File: config.mk
export PLATFORM = sky130hd
export DESIGN_NAME = pgid_resolver
export DESIGN_NICKNAME = d
export VERILOG_FILES = /design/src/rtl/pgid_resolver.sv
export SDC_FILE = /design/constraint.sdc
export NUM_CORES = 2
export LEC_CHECK = 0
export BUFFER_PORTS_ARGS = -buffer_cell sky130_fd_sc_hd__buf_4
export CORE_UTILIZATION = 42
export DETAILED_ROUTE_END_ITERATION = 10
export SLEW_MARGIN = 20
export SYNTH_ARGS = -nofsm -noshare
export SYNTH_HDL_FRONTEND = slang
export SYNTH_SLANG_ARGS = --single-unit
File: constraint.sdc
create_clock -name clk -period 9.35 [get_ports clk]
set_input_delay 1.87 -clock clk [delete_from_list [all_inputs] [get_ports clk]]
set_output_delay 1.87 -clock clk [all_outputs]
set_load 0.03 [all_outputs]
File: src/rtl/pgid_resolver.sv
module pgid_resolver #(
  parameter int NUM_PORTS = 10,
  parameter int DEST_ROWS = 64,
  parameter int AGGR_ROWS = 16
) (
  input  logic                           clk,
  input  logic                           rst_n,
  input  logic                           tbl_we,
  input  logic [$clog2(DEST_ROWS+AGGR_ROWS+NUM_PORTS+1)-1:0] tbl_addr,
  input  logic [NUM_PORTS:0]             tbl_wdata,
  input  logic                           fld_we,
  input  logic [1:0]                     fld_class,
  input  logic [$clog2(DEST_ROWS)-1:0]   fld_idx,
  input  logic                           req_valid,
  input  logic                           req_hit,
  input  logic [$clog2(DEST_ROWS)-1:0]   req_dest_idx,
  input  logic [1:0]                     req_class,
  input  logic [$clog2(AGGR_ROWS)-1:0]   req_aggr,
  input  logic [$clog2(NUM_PORTS+1)-1:0] req_src,
  output logic                           done,
  output logic [NUM_PORTS:0]             dest_mask
);
  localparam int PW        = NUM_PORTS + 1;
  localparam int DIW       = $clog2(DEST_ROWS);
  localparam int AGW       = $clog2(AGGR_ROWS);
  localparam int SW        = $clog2(PW);
  localparam int AGGR_BASE = DEST_ROWS;
  localparam int SRC_BASE  = DEST_ROWS + AGGR_ROWS;
  localparam int DEPTH     = SRC_BASE + PW;
  localparam int AW        = $clog2(DEPTH);

  localparam logic [DIW-1:0] UC_RST = DIW'(DEST_ROWS - 5);
  localparam logic [DIW-1:0] MC_RST = DIW'(DEST_ROWS - 4);
  localparam logic [DIW-1:0] BC_RST = DIW'(DEST_ROWS - 1);

  logic [PW-1:0]  tbl [DEPTH];
  logic [DIW-1:0] sel_uc, sel_mc, sel_bc;
  logic [1:0]     phase;
  logic [DIW-1:0] dst_r;
  logic [AGW-1:0] agg_r;
  logic [SW-1:0]  src_r;
  logic [PW-1:0]  acc;
  logic [AW:0]    rd_addr;
  logic [PW-1:0]  rd_row;
  logic           adv;
  logic [DIW-1:0] pick;

  assign pick = req_hit ? req_dest_idx :
                (req_class == 2'd0) ? sel_uc :
                (req_class == 2'd1) ? sel_mc : sel_bc;

  assign rd_addr = (phase == 2'd1) ? (AW+1)'(dst_r) :
                   (phase == 2'd2) ? (AW+1)'(AGGR_BASE) + (AW+1)'(agg_r) :
                                     (AW+1)'(SRC_BASE) + (AW+1)'(src_r);

  assign rd_row = (int'(rd_addr) < DEPTH) ? tbl[rd_addr[AW-1:0]] : '0;
  assign adv    = (phase != 2'd0) && !tbl_we;

  always_ff @(posedge clk) begin
    if (!rst_n) begin
      for (int i = 0; i < DEPTH; i++) tbl[i] <= '0;
    end else if (tbl_we && int'(tbl_addr) < DEPTH) begin
      tbl[tbl_addr] <= tbl_wdata;
    end
  end

  always_ff @(posedge clk) begin
    if (!rst_n) begin
      sel_uc <= UC_RST;
      sel_mc <= MC_RST;
      sel_bc <= BC_RST;
    end else if (fld_we) begin
      case (fld_class)
        2'd0:    sel_uc <= fld_idx;
        2'd1:    sel_mc <= fld_idx;
        2'd2:    sel_bc <= fld_idx;
        default: ;
      endcase
    end
  end

  always_ff @(posedge clk) begin
    if (!rst_n) begin
      phase     <= 2'd0;
      dst_r     <= '0;
      agg_r     <= '0;
      src_r     <= '0;
      acc       <= '0;
      dest_mask <= '0;
      done      <= 1'b0;
    end else begin
      done <= 1'b0;
      if (phase == 2'd0) begin
        if (req_valid) begin
          dst_r <= pick;
          agg_r <= req_aggr;
          src_r <= req_src;
          phase <= 2'd1;
        end
      end else if (adv) begin
        case (phase)
          2'd1: begin acc <= rd_row;       phase <= 2'd2; end
          2'd2: begin acc <= acc & rd_row; phase <= 2'd3; end
          default: begin
            dest_mask <= acc & rd_row;
            done      <= 1'b1;
            phase     <= 2'd0;
          end
        endcase
      end
    end
  end

  assert_done_pulse_R6: assert property (@(posedge clk) disable iff (!rst_n)
    done |=> !done);

  assert_mask_hold_R6: assert property (@(posedge clk) disable iff (!rst_n)
    !done |-> $stable(dest_mask));

  assert_last_read_R6: assert property (@(posedge clk) disable iff (!rst_n)
    (phase == 2'd3 && !tbl_we) |=> done);

  assert_write_stall_R7: assert property (@(posedge clk) disable iff (!rst_n)
    (phase != 2'd0 && tbl_we) |=> ($stable(phase) && !done));

  assert_busy_ignore_R8: assert property (@(posedge clk) disable iff (!rst_n)
    (phase == 2'd2 || phase == 2'd3) |=> (phase != 2'd1));
endmodule

* Yosys cells after proc, flatten, opt, wreduce, memory -nomap -nowiden
Memories as Yosys holds them, arrays and structs flattened. Cells that the tools add are included.
Cells by class: add/sub/neg operators 2, order comparisons 2, equality and inequality tests 6, multiplexer cells 19, bitwise logic cells 5, reduce and logical (&&, ||, !) cells 19
Operators with widths (count):
- 2-to-1 mux 11 bit | 2
- one-hot mux 11 bit (2 select lines) | 1
- 2-to-1 mux 6 bit | 3
- adder 7 x 4 -> 8 bit, first input constant | 2
- 2-to-1 mux 8 bit | 2
- bitwise AND 11 bit | 1
- OR reduction 11 bit | 1
- AND reduction 2 bit | 5
- less-than comparator 8 x 7 -> 1 bit, second input constant | 1
- less-than comparator 7 bit, second input constant | 1
- 2-to-1 mux 7 bit | 1
- equality test 2 x 1 -> 1 bit, second input constant | 3
- zero test 2 bit | 3
- 2-to-1 mux 1 bit | 6
- 2-to-1 mux 2 bit | 3
- AND reduction 3 bit | 2
- nonzero test 2 bit | 3
- equality test 2 bit, second input constant | 2
- inverter 1 bit | 4
- one-hot mux 2 bit (2 select lines) | 1
- OR reduction 3 bit | 1
- logical AND 1 bit | 2
- != test 2 bit, second input constant | 1
- OR reduction 2 bit | 1
- zero test 1 bit | 1
Storage, ports and cells: register bits after elaboration 57, RAM bits 1001, bits of input ports 48, output and inout bits 12, logic and storage cells 64, memories kept 1
Memory list:
- tbl | words 91, width 11, read ports 1, clocked after Yosys merged registers in 0, write ports 91, line 36 | logic [PW-1:0] tbl [DEPTH];

* Logic depth before layout (Yosys ltp)
word-level depth 7, depth in mapped cells 15, gate-level depth less buffers 10

* Least setup slack after synthesis
Ideal clock, no wire load.
kind input to register, from in tbl_addr[6], to mem tbl[55][0] (netlist bit) (enable), setup time 0.394 ns, arrival time 3.646 ns, data required time 8.956 ns, setup slack 5.310 ns, cell stages on the path 6, path through nor2b_1 -> nand3_1 -> o211a_1 -> nand3_1 -> clkbuf_1 -> o21ai_0
RTL lines:
- start: declaration | line 9 | input logic [$clog2(DEST_ROWS+AGGR_ROWS+NUM_PORTS+1)-1:0] tbl_addr,
- end: declaration | line 36

* Final worst setup path
from reg phase[1], to reg acc[6]
Between the ends: word-level cells in the longest chain between the ends 7, elaborated cells on any way between the ends 15
Ends and longest elaborated chain:
- start: declaration | line 38 | logic [1:0] phase;
- start signal: assignment | line 84 | phase <= 2'd0;
- start signal: assignment | line 98 | phase <= 2'd1;
- start signal: assignment | line 102 | 2'd1: begin acc <= rd_row; phase <= 2'd2; end
- equality test 2 bit | line 53, 101
- 2-to-1 mux 8 bit | line 53 | (phase == 2'd2) ? (AW+1)'(AGGR_BASE) + (AW+1)'(agg_r) :
- 2-to-1 mux 8 bit | line 52 | assign rd_addr = (phase == 2'd1) ? (AW+1)'(dst_r) :
- memory read (91 x 11 bit) or less-than comparator 8 x 7 -> 1 bit (tied branches)
- 2-to-1 mux 11 bit | line 56 | assign rd_row = (int'(rd_addr) < DEPTH) ? tbl[rd_addr[AW-1:0]] : '0;
- bitwise AND 11 bit | line 103 | 2'd2: begin acc <= acc & rd_row; phase <= 2'd3; end
- one-hot mux 11 bit (2 select lines) | line 101 | case (phase)
- end signal: assignment | line 88 | acc <= '0;
- end signal: assignment | line 102
- end signal: assignment | line 103
- end: declaration | line 42 | logic [PW-1:0] acc;
Several ways; a longest one is shown, not always the timed one. A chain may end at the register's enable or synchronous reset.

==> results.toml <==
[grt]
grtUsageMet2_pct = 36.7
grt_pass1_vias = 30700
grt_max_degree = 147
antenna_found_initial = 7
grt-ovfl-total = 0
grt_pass1_wl_um = 213000
grt_util_met3_pct = 3.56
grt_use_met1_pct = 32.9
track_usage_pct = 23.2
busiest_layer = "met2"

[yosys]
netlist.area_leader.share_pct = 61.5
synthDistinctLibCells = 63
netlist_area_um2 = 51500
postSynthCellCount = 3965
avgSynthCellArea_um2 = 13.0
synth_seq_cells = 1113
synthArstFlopShare_pct = 0
ys_seq_area_share_pct = 63.7
synthTopCellsByArea = "edfxtp_1 (62%), and2_1 (12%), mux4_2 (5.3%)"
ys_warn_count = 0
synth_flop_cell = "edfxtp_1"
synth_edf_count = 1056
synth.largest_area_cell = "edfxtp_1"

[route]
post_drt_wl_per_cell_um = 25.8
routed_wl_um = 146000
via_per_inst = 5.64
num_vias = 32000
dr.pass1.iters = 6
final_antenna_net_count = 0
drt_iter0_markers = 3833
drc = 0

[hold_path]
hold_path_end = "dest_mask[4]"
hold_depth = 2
worstHoldStart = "acc[4]"
hold_class = "flop to flop"

[floorplan]
io_pins = 60
placementRows = 128
die_h_um = 352
dieArea_um2 = 124000
initial_utilization_pct = 42.3
core_area_um2 = 122000
die_w_um = 352

[placed_design]
placed_cells = 5460
io_buffers = 59
place_area_um2 = 53700
gp_congestion = 0.925
hpwl_um = 92300

[critical_path]
max_stage_delay_ns = 0.91
crit_path_top_delay_cell = "ha_2"
worst_path_most_repeated_cell = "buf_4"
start_kind = "flop"
r2r_cells = 11
r2r_end = "acc[6]"
rrSetupSlack_ns = 4.07
cp_data_required_time_ns = 9.96
cp.arrival_ns = 5.89
worst-path-max-fanout = 68
reg2reg_from = "phase[1]"
critPathKind = "flop to flop"
crit_buf_inv = 4
crit_family = "compound AO/OA/AOI/OAI gates"
cp-end-kind = "flop"
crit_chain = "inv_1 -> ha_2 -> o21a_4 -> buf_12 -> buf_4 -> buf_4 -> mux4_2 -> a22oi_1 -> nand4_1 -> o211a_1 -> o221a_1"

[cells_and_area]
drive_gt1_share_pct = 12.8
final_cell_mix = "edfxtp_1 (1,056), and2_1 (1,002), nand2_1 (379)"
fin_area_um2 = 57400
fin_cells = 5670
final_common_cell = "edfxtp_1"
fill_cells = 10700
synthToLayoutAreaGrowth_pct = 11.4
fin_nets = 4005

[timing]
max_freq_mhz = 189
finalHoldViolations = 0
finClkSkew_ns = 0.0443
max-slew-margin-rel_pct = 22.4
drv_slew = 0
period_share_pct = 56.5
setup_violations = 0
rsz0062_at_grt = "false"
fin_tns_setup_ns = 0
period_needed_ns = 5.28
worst_slew_pin_slew_ns = 1.16
hold_slack_ns = 0.462

[pwr]
total_leakage_power_nw = 20.3
finalPower_mw = 14.3
ir_drop_mv = 0.225
cellPowerDensity_nw_per_um2 = 248

[clock_network]
cts_buffers = 116
clkTransAtPathRegs_ns = 0.07
cts-hold-fix-buffers = 0
cts_setup_buffers = 0
htree_levels = 3
ctsResizeCount = 0
cts_root_buf = "clkbuf_16"
clock_sinks = 1113
cts_tree = "built"
clk_path_buf_depth = 3
clk_latency_ns = 0.72

[job]
cap_violations = 0

[status]
status = "finished, final reports clean"
==> where the power goes <==
group / leakage, nW / internal [mW] / switching (mW)
combinational: 7.96 / 1.36 / 2.54
sequential: 10.5 / 5.71 / 0.0934
clock: 1.82 / 2.63 / 1.93
==> stage by stage <==
| step | utilization [%] | setup slack, ns |
|---|---|---|
| final | 47.2 | 4.07 |
| after detailed placement | 44.1 | 4.05 |
| after CTS | 47.2 | 4.03 |
| after floorplan | - | 5.31 |
| after global routing | 47.2 | 3.80 |
| after global placement | 44.1 | 4.12 |
==> Yosys cell counts, drive strengths merged, types with 4 or more instances <==
library cell / instances
o211ai: 19
a21boi: 14
a311oi: 4
inv: 11
nand3: 30
o21bai: 6
and2: 1002
o31ai: 5
nand2b: 4
o2111ai: 7
mux2: 16
nand4: 17
o22ai: 21
a32o: 24
or3: 4
ha: 4
nor3: 20
nor2b: 12
a32oi: 7
a22o: 33
a2bb2oi: 4
edfxtp: 1056
a22oi: 54
a21oi: 125
a31oi: 15
o41ai: 4
or4: 4
and3: 21
o221a: 7
nor2: 144
nand2: 379
o21ai: 116
mux2i: 126
o221ai: 11
o211a: 12
clkbuf: 269
a221oi: 46
buf: 109
o21a: 9
mux4: 123
dfxtp: 57
==> worst max path at each step <==
| stage | to | cells after the start | startpoint | slack, ns |
|---|---|---|---|---|
| finish | acc[6] | 11 | phase[1] | 4.07 |
| global route | acc[6] | 11 | phase[1] | 3.80 |
| global placement | tbl[90][7] | 6 | rst_n | 4.12 |
| CTS | acc[6] | 11 | phase[1] | 4.03 |
| detailed placement | tbl[14][2] | 8 | rst_n | 4.05 |
| floorplan | tbl[55][0] | 6 | tbl_addr[6] | 5.31 |
==> state kept, by name, indices dropped and copies added (netlist names) <==
signal and cells:
tbl 1056, acc 11, dest_mask 11, dst_r 6, sel_bc 6, sel_mc 6
sel_uc 6, agg_r 4, src_r 4, phase 2, done 1
==> cell type report <==
type                       count  area, um^2  share of cell area (%)
antenna                        4        10.0                  0.0174
clock buffer                 157        3240                    5.64
clock inverter                49         462                   0.804
inverter                      11        41.3                  0.0719
multi-input combinational   2517       17300                    30.1
sequential                  1113       32900                    57.2
tap                         1625        2030                    3.54
timing repair buffer         194        1490                    2.60
==> kinds of logic after synthesis <==
logic type / synth area share (%)
flops: 63.7
simple gates: 17.3
compound gates: 7.34
other cells: 0.00727
fa+ha+maj: 0.0971
buf+inv: 3.31
mux: 8.19
==> tightest hold or removal path, delay by kind of cell, from the launching register on <==
kind / cells / cell delay, ns
AOI/OAI and AO/OA: 1 / 0.06
DFF: 1 / 0.30
and+or+nand+nor: 1 / 0.05
==> routing by layer <==
layer	vias to the layer above	routed length, um	part of all wire, %
met5	-	34	0.023
met4	6	4130	2.8
met3	199	12000	8.2
met2	1306	67700	46
met1	16200	62300	43
li1	14300	-	-
Power figures use the tool's default switching activity.
